--- src/rtl/ser_clk_pkg.sv ---
package ser_clk_pkg;
  typedef enum logic [1:0] {
    SRC_SOFT    = 2'b00,
    SRC_TIMER   = 2'b01,
    SRC_EXT_POS = 2'b10,
    SRC_EXT_NEG = 2'b11
  } src_e;

  typedef struct packed {
    logic shift;
    logic count;
  } tick_t;
endpackage

--- src/rtl/ser_edge_sync.sv ---
module ser_edge_sync #(
  parameter int STAGES = 2
) (
  input  logic clk,
  input  logic rst_n,
  input  logic pin,
  output logic rise,
  output logic fall
);
  logic [STAGES:0] chain;

  // synchronizer stages followed by one history flop
  for (genvar g = 0; g <= STAGES; g++) begin : g_stage
    if (g == 0) begin : g_first
      always_ff @(posedge clk or negedge rst_n) begin
        if (!rst_n) chain[0] <= 1'b0;
        else        chain[0] <= pin;
      end
    end else begin : g_next
      always_ff @(posedge clk or negedge rst_n) begin
        if (!rst_n) chain[g] <= 1'b0;
        else        chain[g] <= chain[g-1];
      end
    end
  end

  assign rise = chain[STAGES-1] & ~chain[STAGES];
  assign fall = ~chain[STAGES-1] & chain[STAGES];
endmodule

--- src/rtl/ser_clk_route.sv ---
module ser_clk_route
  import ser_clk_pkg::*;
(
  input  src_e  src,
  input  logic  sel,
  input  logic  sw_stb,
  input  logic  tgl_stb,
  input  logic  tmr,
  input  logic  rise,
  input  logic  fall,
  output tick_t tick
);
  always_comb begin
    tick = '0;
    unique case (src)
      SRC_SOFT: begin
        tick.shift = sw_stb;
        tick.count = sw_stb;
      end
      SRC_TIMER: begin
        tick.shift = tmr;
        tick.count = tmr;
      end
      SRC_EXT_POS: begin
        tick.shift = rise;
        tick.count = sel ? tgl_stb : (rise | fall);
      end
      SRC_EXT_NEG: begin
        tick.shift = fall;
        tick.count = sel ? tgl_stb : (rise | fall);
      end
      default: tick = '0;
    endcase
  end
endmodule

--- src/rtl/ser_shift_cnt.sv ---
module ser_shift_cnt #(
  parameter int SHIFT_W = 8,
  parameter int CNT_W   = 4
) (
  input  logic               clk,
  input  logic               rst_n,
  input  logic               shift,
  input  logic               count,
  input  logic               din,
  input  logic               ovf_clr,
  output logic [SHIFT_W-1:0] shift_q,
  output logic               data_out,
  output logic [CNT_W-1:0]   cnt_q,
  output logic               ovf
);
  localparam logic [CNT_W-1:0] CNT_MAX = {CNT_W{1'b1}};

  logic din_q;
  logic wrap;

  // the bit that enters is the level seen one cycle before the shift
  always_ff @(posedge clk or negedge rst_n) begin
    if (!rst_n) din_q <= 1'b0;
    else        din_q <= din;
  end

  always_ff @(posedge clk or negedge rst_n) begin
    if (!rst_n)     shift_q <= '0;
    else if (shift) shift_q <= {shift_q[SHIFT_W-2:0], din_q};
  end

  assign wrap = count && (cnt_q == CNT_MAX);

  always_ff @(posedge clk or negedge rst_n) begin
    if (!rst_n)     cnt_q <= '0;
    else if (count) cnt_q <= cnt_q + 1'b1;
  end

  always_ff @(posedge clk or negedge rst_n) begin
    if (!rst_n)       ovf <= 1'b0;
    else if (wrap)    ovf <= 1'b1;
    else if (ovf_clr) ovf <= 1'b0;
  end

  assign data_out = shift_q[SHIFT_W-1];
endmodule

--- src/rtl/ser_clk_select.sv ---
module ser_clk_select
  import ser_clk_pkg::*;
#(
  parameter int SHIFT_W     = 8,
  parameter int CNT_W       = 4,
  parameter int SYNC_STAGES = 2
) (
  input  logic               clk,
  input  logic               rst_n,
  input  logic               cfg_we,
  input  logic [1:0]         cfg_src,
  input  logic               cfg_stb,
  input  logic               cfg_tgl,
  input  logic               tmr_match,
  input  logic               sclk_pin,
  input  logic               data_in,
  input  logic               ovf_clr,
  output logic [3:0]         ctrl_rd,
  output logic               shift_en,
  output logic               cnt_inc,
  output logic               clk_port,
  output logic [SHIFT_W-1:0] shift_q,
  output logic               data_out,
  output logic [CNT_W-1:0]   cnt_q,
  output logic               ovf_flag
);
  src_e  src_q, src_eff;
  logic  sel_q, sel_eff;
  logic  port_q;
  logic  sw_stb, tgl_stb;
  logic  pin_rise, pin_fall;
  tick_t tick;

  // stored control fields
  always_ff @(posedge clk or negedge rst_n) begin
    if (!rst_n) begin
      src_q <= SRC_SOFT;
      sel_q <= 1'b0;
    end else if (cfg_we) begin
      src_q <= src_e'(cfg_src);
      sel_q <= cfg_stb;
    end
  end

  // a write acts with the fields it carries
  assign src_eff = cfg_we ? src_e'(cfg_src) : src_q;
  assign sel_eff = cfg_we ? cfg_stb : sel_q;
  assign sw_stb  = cfg_we && cfg_stb && (src_e'(cfg_src) == SRC_SOFT);
  assign tgl_stb = cfg_we && cfg_tgl;

  always_ff @(posedge clk or negedge rst_n) begin
    if (!rst_n)       port_q <= 1'b0;
    else if (tgl_stb) port_q <= ~port_q;
  end

  ser_edge_sync #(.STAGES(SYNC_STAGES)) i_sync (
    .clk  (clk),
    .rst_n(rst_n),
    .pin  (sclk_pin),
    .rise (pin_rise),
    .fall (pin_fall)
  );

  ser_clk_route i_route (
    .src    (src_eff),
    .sel    (sel_eff),
    .sw_stb (sw_stb),
    .tgl_stb(tgl_stb),
    .tmr    (tmr_match),
    .rise   (pin_rise),
    .fall   (pin_fall),
    .tick   (tick)
  );

  ser_shift_cnt #(.SHIFT_W(SHIFT_W), .CNT_W(CNT_W)) i_sc (
    .clk     (clk),
    .rst_n   (rst_n),
    .shift   (tick.shift),
    .count   (tick.count),
    .din     (data_in),
    .ovf_clr (ovf_clr),
    .shift_q (shift_q),
    .data_out(data_out),
    .cnt_q   (cnt_q),
    .ovf     (ovf_flag)
  );

  assign ctrl_rd  = {src_q, 2'b00};
  assign shift_en = tick.shift;
  assign cnt_inc  = tick.count;
  assign clk_port = port_q;
endmodule

--- config.mk ---
export PLATFORM = sky130hd
export DESIGN_NAME = ser_clk_select
export DESIGN_NICKNAME = d
export VERILOG_FILES = /design/src/rtl/ser_clk_pkg.sv /design/src/rtl/ser_edge_sync.sv /design/src/rtl/ser_clk_route.sv /design/src/rtl/ser_shift_cnt.sv /design/src/rtl/ser_clk_select.sv
export SDC_FILE = /design/constraint.sdc
export NUM_CORES = 1
export LEC_CHECK = 0
export CAP_MARGIN = 30
export CORE_UTILIZATION = 30
export DETAILED_ROUTE_END_ITERATION = 7
export DONT_BUFFER_PORTS = 1
export SYNTH_ARGS = -nofsm -noshare
export SYNTH_HDL_FRONTEND = slang
export SYNTH_SLANG_ARGS = --single-unit
--- constraint.sdc ---
create_clock -name clk -period 2 [get_ports clk]
set_clock_uncertainty 0.1 [all_clocks]
set_input_delay 0.4 -clock clk [delete_from_list [all_inputs] [get_ports clk]]
set_output_delay 0.4 -clock clk [all_outputs]
set_load 0.05 [all_outputs]
==> flow_summary.ini <==
[run_status]
status = finished, violations left
violations = negative setup slack

[pwr]
max-vdd-ir-drop_v = 0.0009101
p_total_w = 0.001867
power_density_mw_per_mm2 = 1507
p_leak_nw = 0.5484

[die]
die_h_um = 59.22
core-area_mm2 = 0.003078
rows = 20
fp.dieW_um = 59.22
die_area_mm2 = 0.003507
start_util_pct = 31.91
io_pins = 32

[hold_path]
hold_path_class = in -> reg
holdCritStartpoint = ovf_clr
whs_path_depth = 1

[synth]
synth_area_leaders = dfrtp_1 (54%), mux2_4 (14%), ha_1 (3.8%), mux2_2 (3.4%), buf_4 (2.3%)
ys_ff_latch = 21
yosys_warnings = 0
syn_area_per_cell_um2 = 13.45
yosys.area.top_type_share_pct = 53.50
synth_top_area_cell = dfrtp_1
synthDistinctLibCells = 25
netlist_area_um2 = 982.2
synth_seq_area_share_pct = 53.50
synthCells = 73

[critical_path]
worstSetupEndpointType = primary output
worstReg2RegStart = src_q[0]
required_ps = 1500
path_max_fanout = 2
cp_slowest_cell = dfrtp_1
path_class = reg -> out
r2r_cells = 5
crit_arrival_ps = 1600
cp-startpoint = i_sync.chain[2]
cp-start-kind = register
cp_num_cells = 5
cp_top_family = flip-flops
cpPeakStageDelay_ps = 390
crit_buf_inv = 2
cp_cell_sequence = ha_1 -> a21boi_4 -> o22a_2 -> clkinvlp_4 -> buf_12

[place]
dp_cells = 121
placed_cell_area_mm2 = 0.001080
dp_slack_ps = 78.34
portBuffers = 0
globalplace.congestion = 0.7987
dp_hpwl_mm = 1.220

[routing]
vias_per_cell = 4.481
ant_nets = 0
drt_pass1_iterations = 2
routed_wl_mm = 1.868
post_drt_wl_per_cell_um = 13.84
drt_iter0_drc = 5
route.detailed.drc = 0
vias = 605

[grt]
grt.total_usage_pct = 11.92
grt_remaining_overflow = 0
grt_max_degree = 22
grt_pass1_wl_mm = 3.056
antenna_found_initial = 0
grt_pass1_vias = 616

[sta]
fmax_ghz = 0.4759
finalSetupViolCount = 2
maxSlewViolCount = 0
finalCritPeriodShare_pct = 105.1
fin_crit_ps = 2101
fin_hold_ws_ps = 116.1
rsz0062_at_grt = yes
fin_ws_ps = -101.3
hold_viol_final = 0
worst_slew_pin_slew_ps = 920.6
relSlewSlack_pct = 38.63

[finish]
final_nets = 106
final_common_cell = dfrtp_1
fin_cells = 135
post-route-cell-area_mm2 = 0.001239
fillerInstances = 284
antenna_cells = 0
final_cell_mix = dfrtp_1 (19), buf_4 (12), mux2_4 (9)
layout-drive-gt1-share_pct = 43.96
area_growth_pct = 26.11

[job]
maxCapViolations = 0

[cts]
cts_tree = yes
htree_levels = 1
cts_buffer_depth = 2
cts-root-buf = clkbuf_4
cts_sinks = 21
clkLatencyLatePin_ps = 310
cts_buffers = 3
clk_pin_slew_ps = 100
[cells in the mapped netlist, drive strengths merged]
master and instances:
conb 1, buf 5, o21ba 1, nor2 3, dfrtp 21, mux2 12, o2bb2ai 1, a21boi 1
nand3 2, o22ai 2, a21oi 1, mux2i 1, nand2b 2, xnor2 2, ha 3, o22a 1
nor3b 1, o31ai 2, nand2 1, a32oi 1, a2bb2o 1, inv 6, nor3 2
[stage by stage]
step	utilization [%]	TNS [ps]
finish	40.24	-190.1
global route	40.24	-352.6
global placement	35.08	0
CTS	38.21	-211.8
floorplan	-	-16.17
detailed placement	35.08	0
[cells by family (layout without fill, tap and decap cells)]
| family | Yosys count | in the layout | synth area share (%) |
|---|---|---|---|
| buffers and inverters | 11 | 27 | 6.878 |
| flip-flops | 21 | 21 | 53.50 |
| AND/OR/NAND/NOR | 11 | 11 | 5.605 |
| adder cells (fa/ha/maj) | 3 | 3 | 3.822 |
| other | 1 | 2 | 0.3818 |
| AO/OA/AOI/OAI | 11 | 12 | 9.809 |
| multiplexers | 13 | 13 | 18.22 |
| XOR/XNOR | 2 | 2 | 1.784 |
[report_power, final]
group / leakage, nW / total (W) / internal [W] / switching (W)
clock: 0.0150 / 0.000204 / 0.0000778 / 0.000126
combinational: 0.284 / 0.000551 / 0.000288 / 0.000263
sequential: 0.249 / 0.00111 / 0.000555 / 0.000558
[sequential cells by signal, indices dropped and copies added (netlist names)]
name	cells
i_sc.din_q	1
clk_port	1
i_sc.ovf	1
i_sync.chain	3
i_sc.cnt_q	4
sel_q	1
i_sc.shift_q	8
src_q	2
[final timing paths]
check / end / slack, ps
worst max-delay path: cnt_inc / -100
worst min-delay path: i_sc.ovf / 120
worst max register to register: i_sc.shift_q[3] / 80
worst min register to register: i_sync.chain[1] / 260
max in group asynchronous: i_sc.cnt_q[1] / 1190
min in group asynchronous: sel_q / 250
[final cells by class]
type | count | area, µm² | area share, %
inverter | 6 | 26.28 | 2.121
multi-input combinational | 43 | 435.4 | 35.15
timing repair buffer | 17 | 167.7 | 13.54
clock buffer | 4 | 26.28 | 2.121
sequential | 21 | 528.0 | 42.63
tap | 44 | 55.05 | 4.444
[per-layer routing]
metal / share of wire [%] / vias to the layer above / GRT usage [%]
met5: 0 / - / 0
met4: 0 / 0 / 1.020
met3: 7.7 / 0 / 5.895
met2: 51 / 20 / 18.14
met1: 42 / 300 / 15.88
li1: - / 285 / -
[timing repair]
action | in CTS | in global routing
cloned | 1 | 0
pin swaps | 2 | 1
hold buffers | 1 | 2
buffers inserted | 4 | 1
endpoints found under the hold margin | 21 | 2
resized for setup | 5 | 1
endpoints found under the setup margin | 2 | 2
Note: power is estimated with default switching activity, not from simulation.
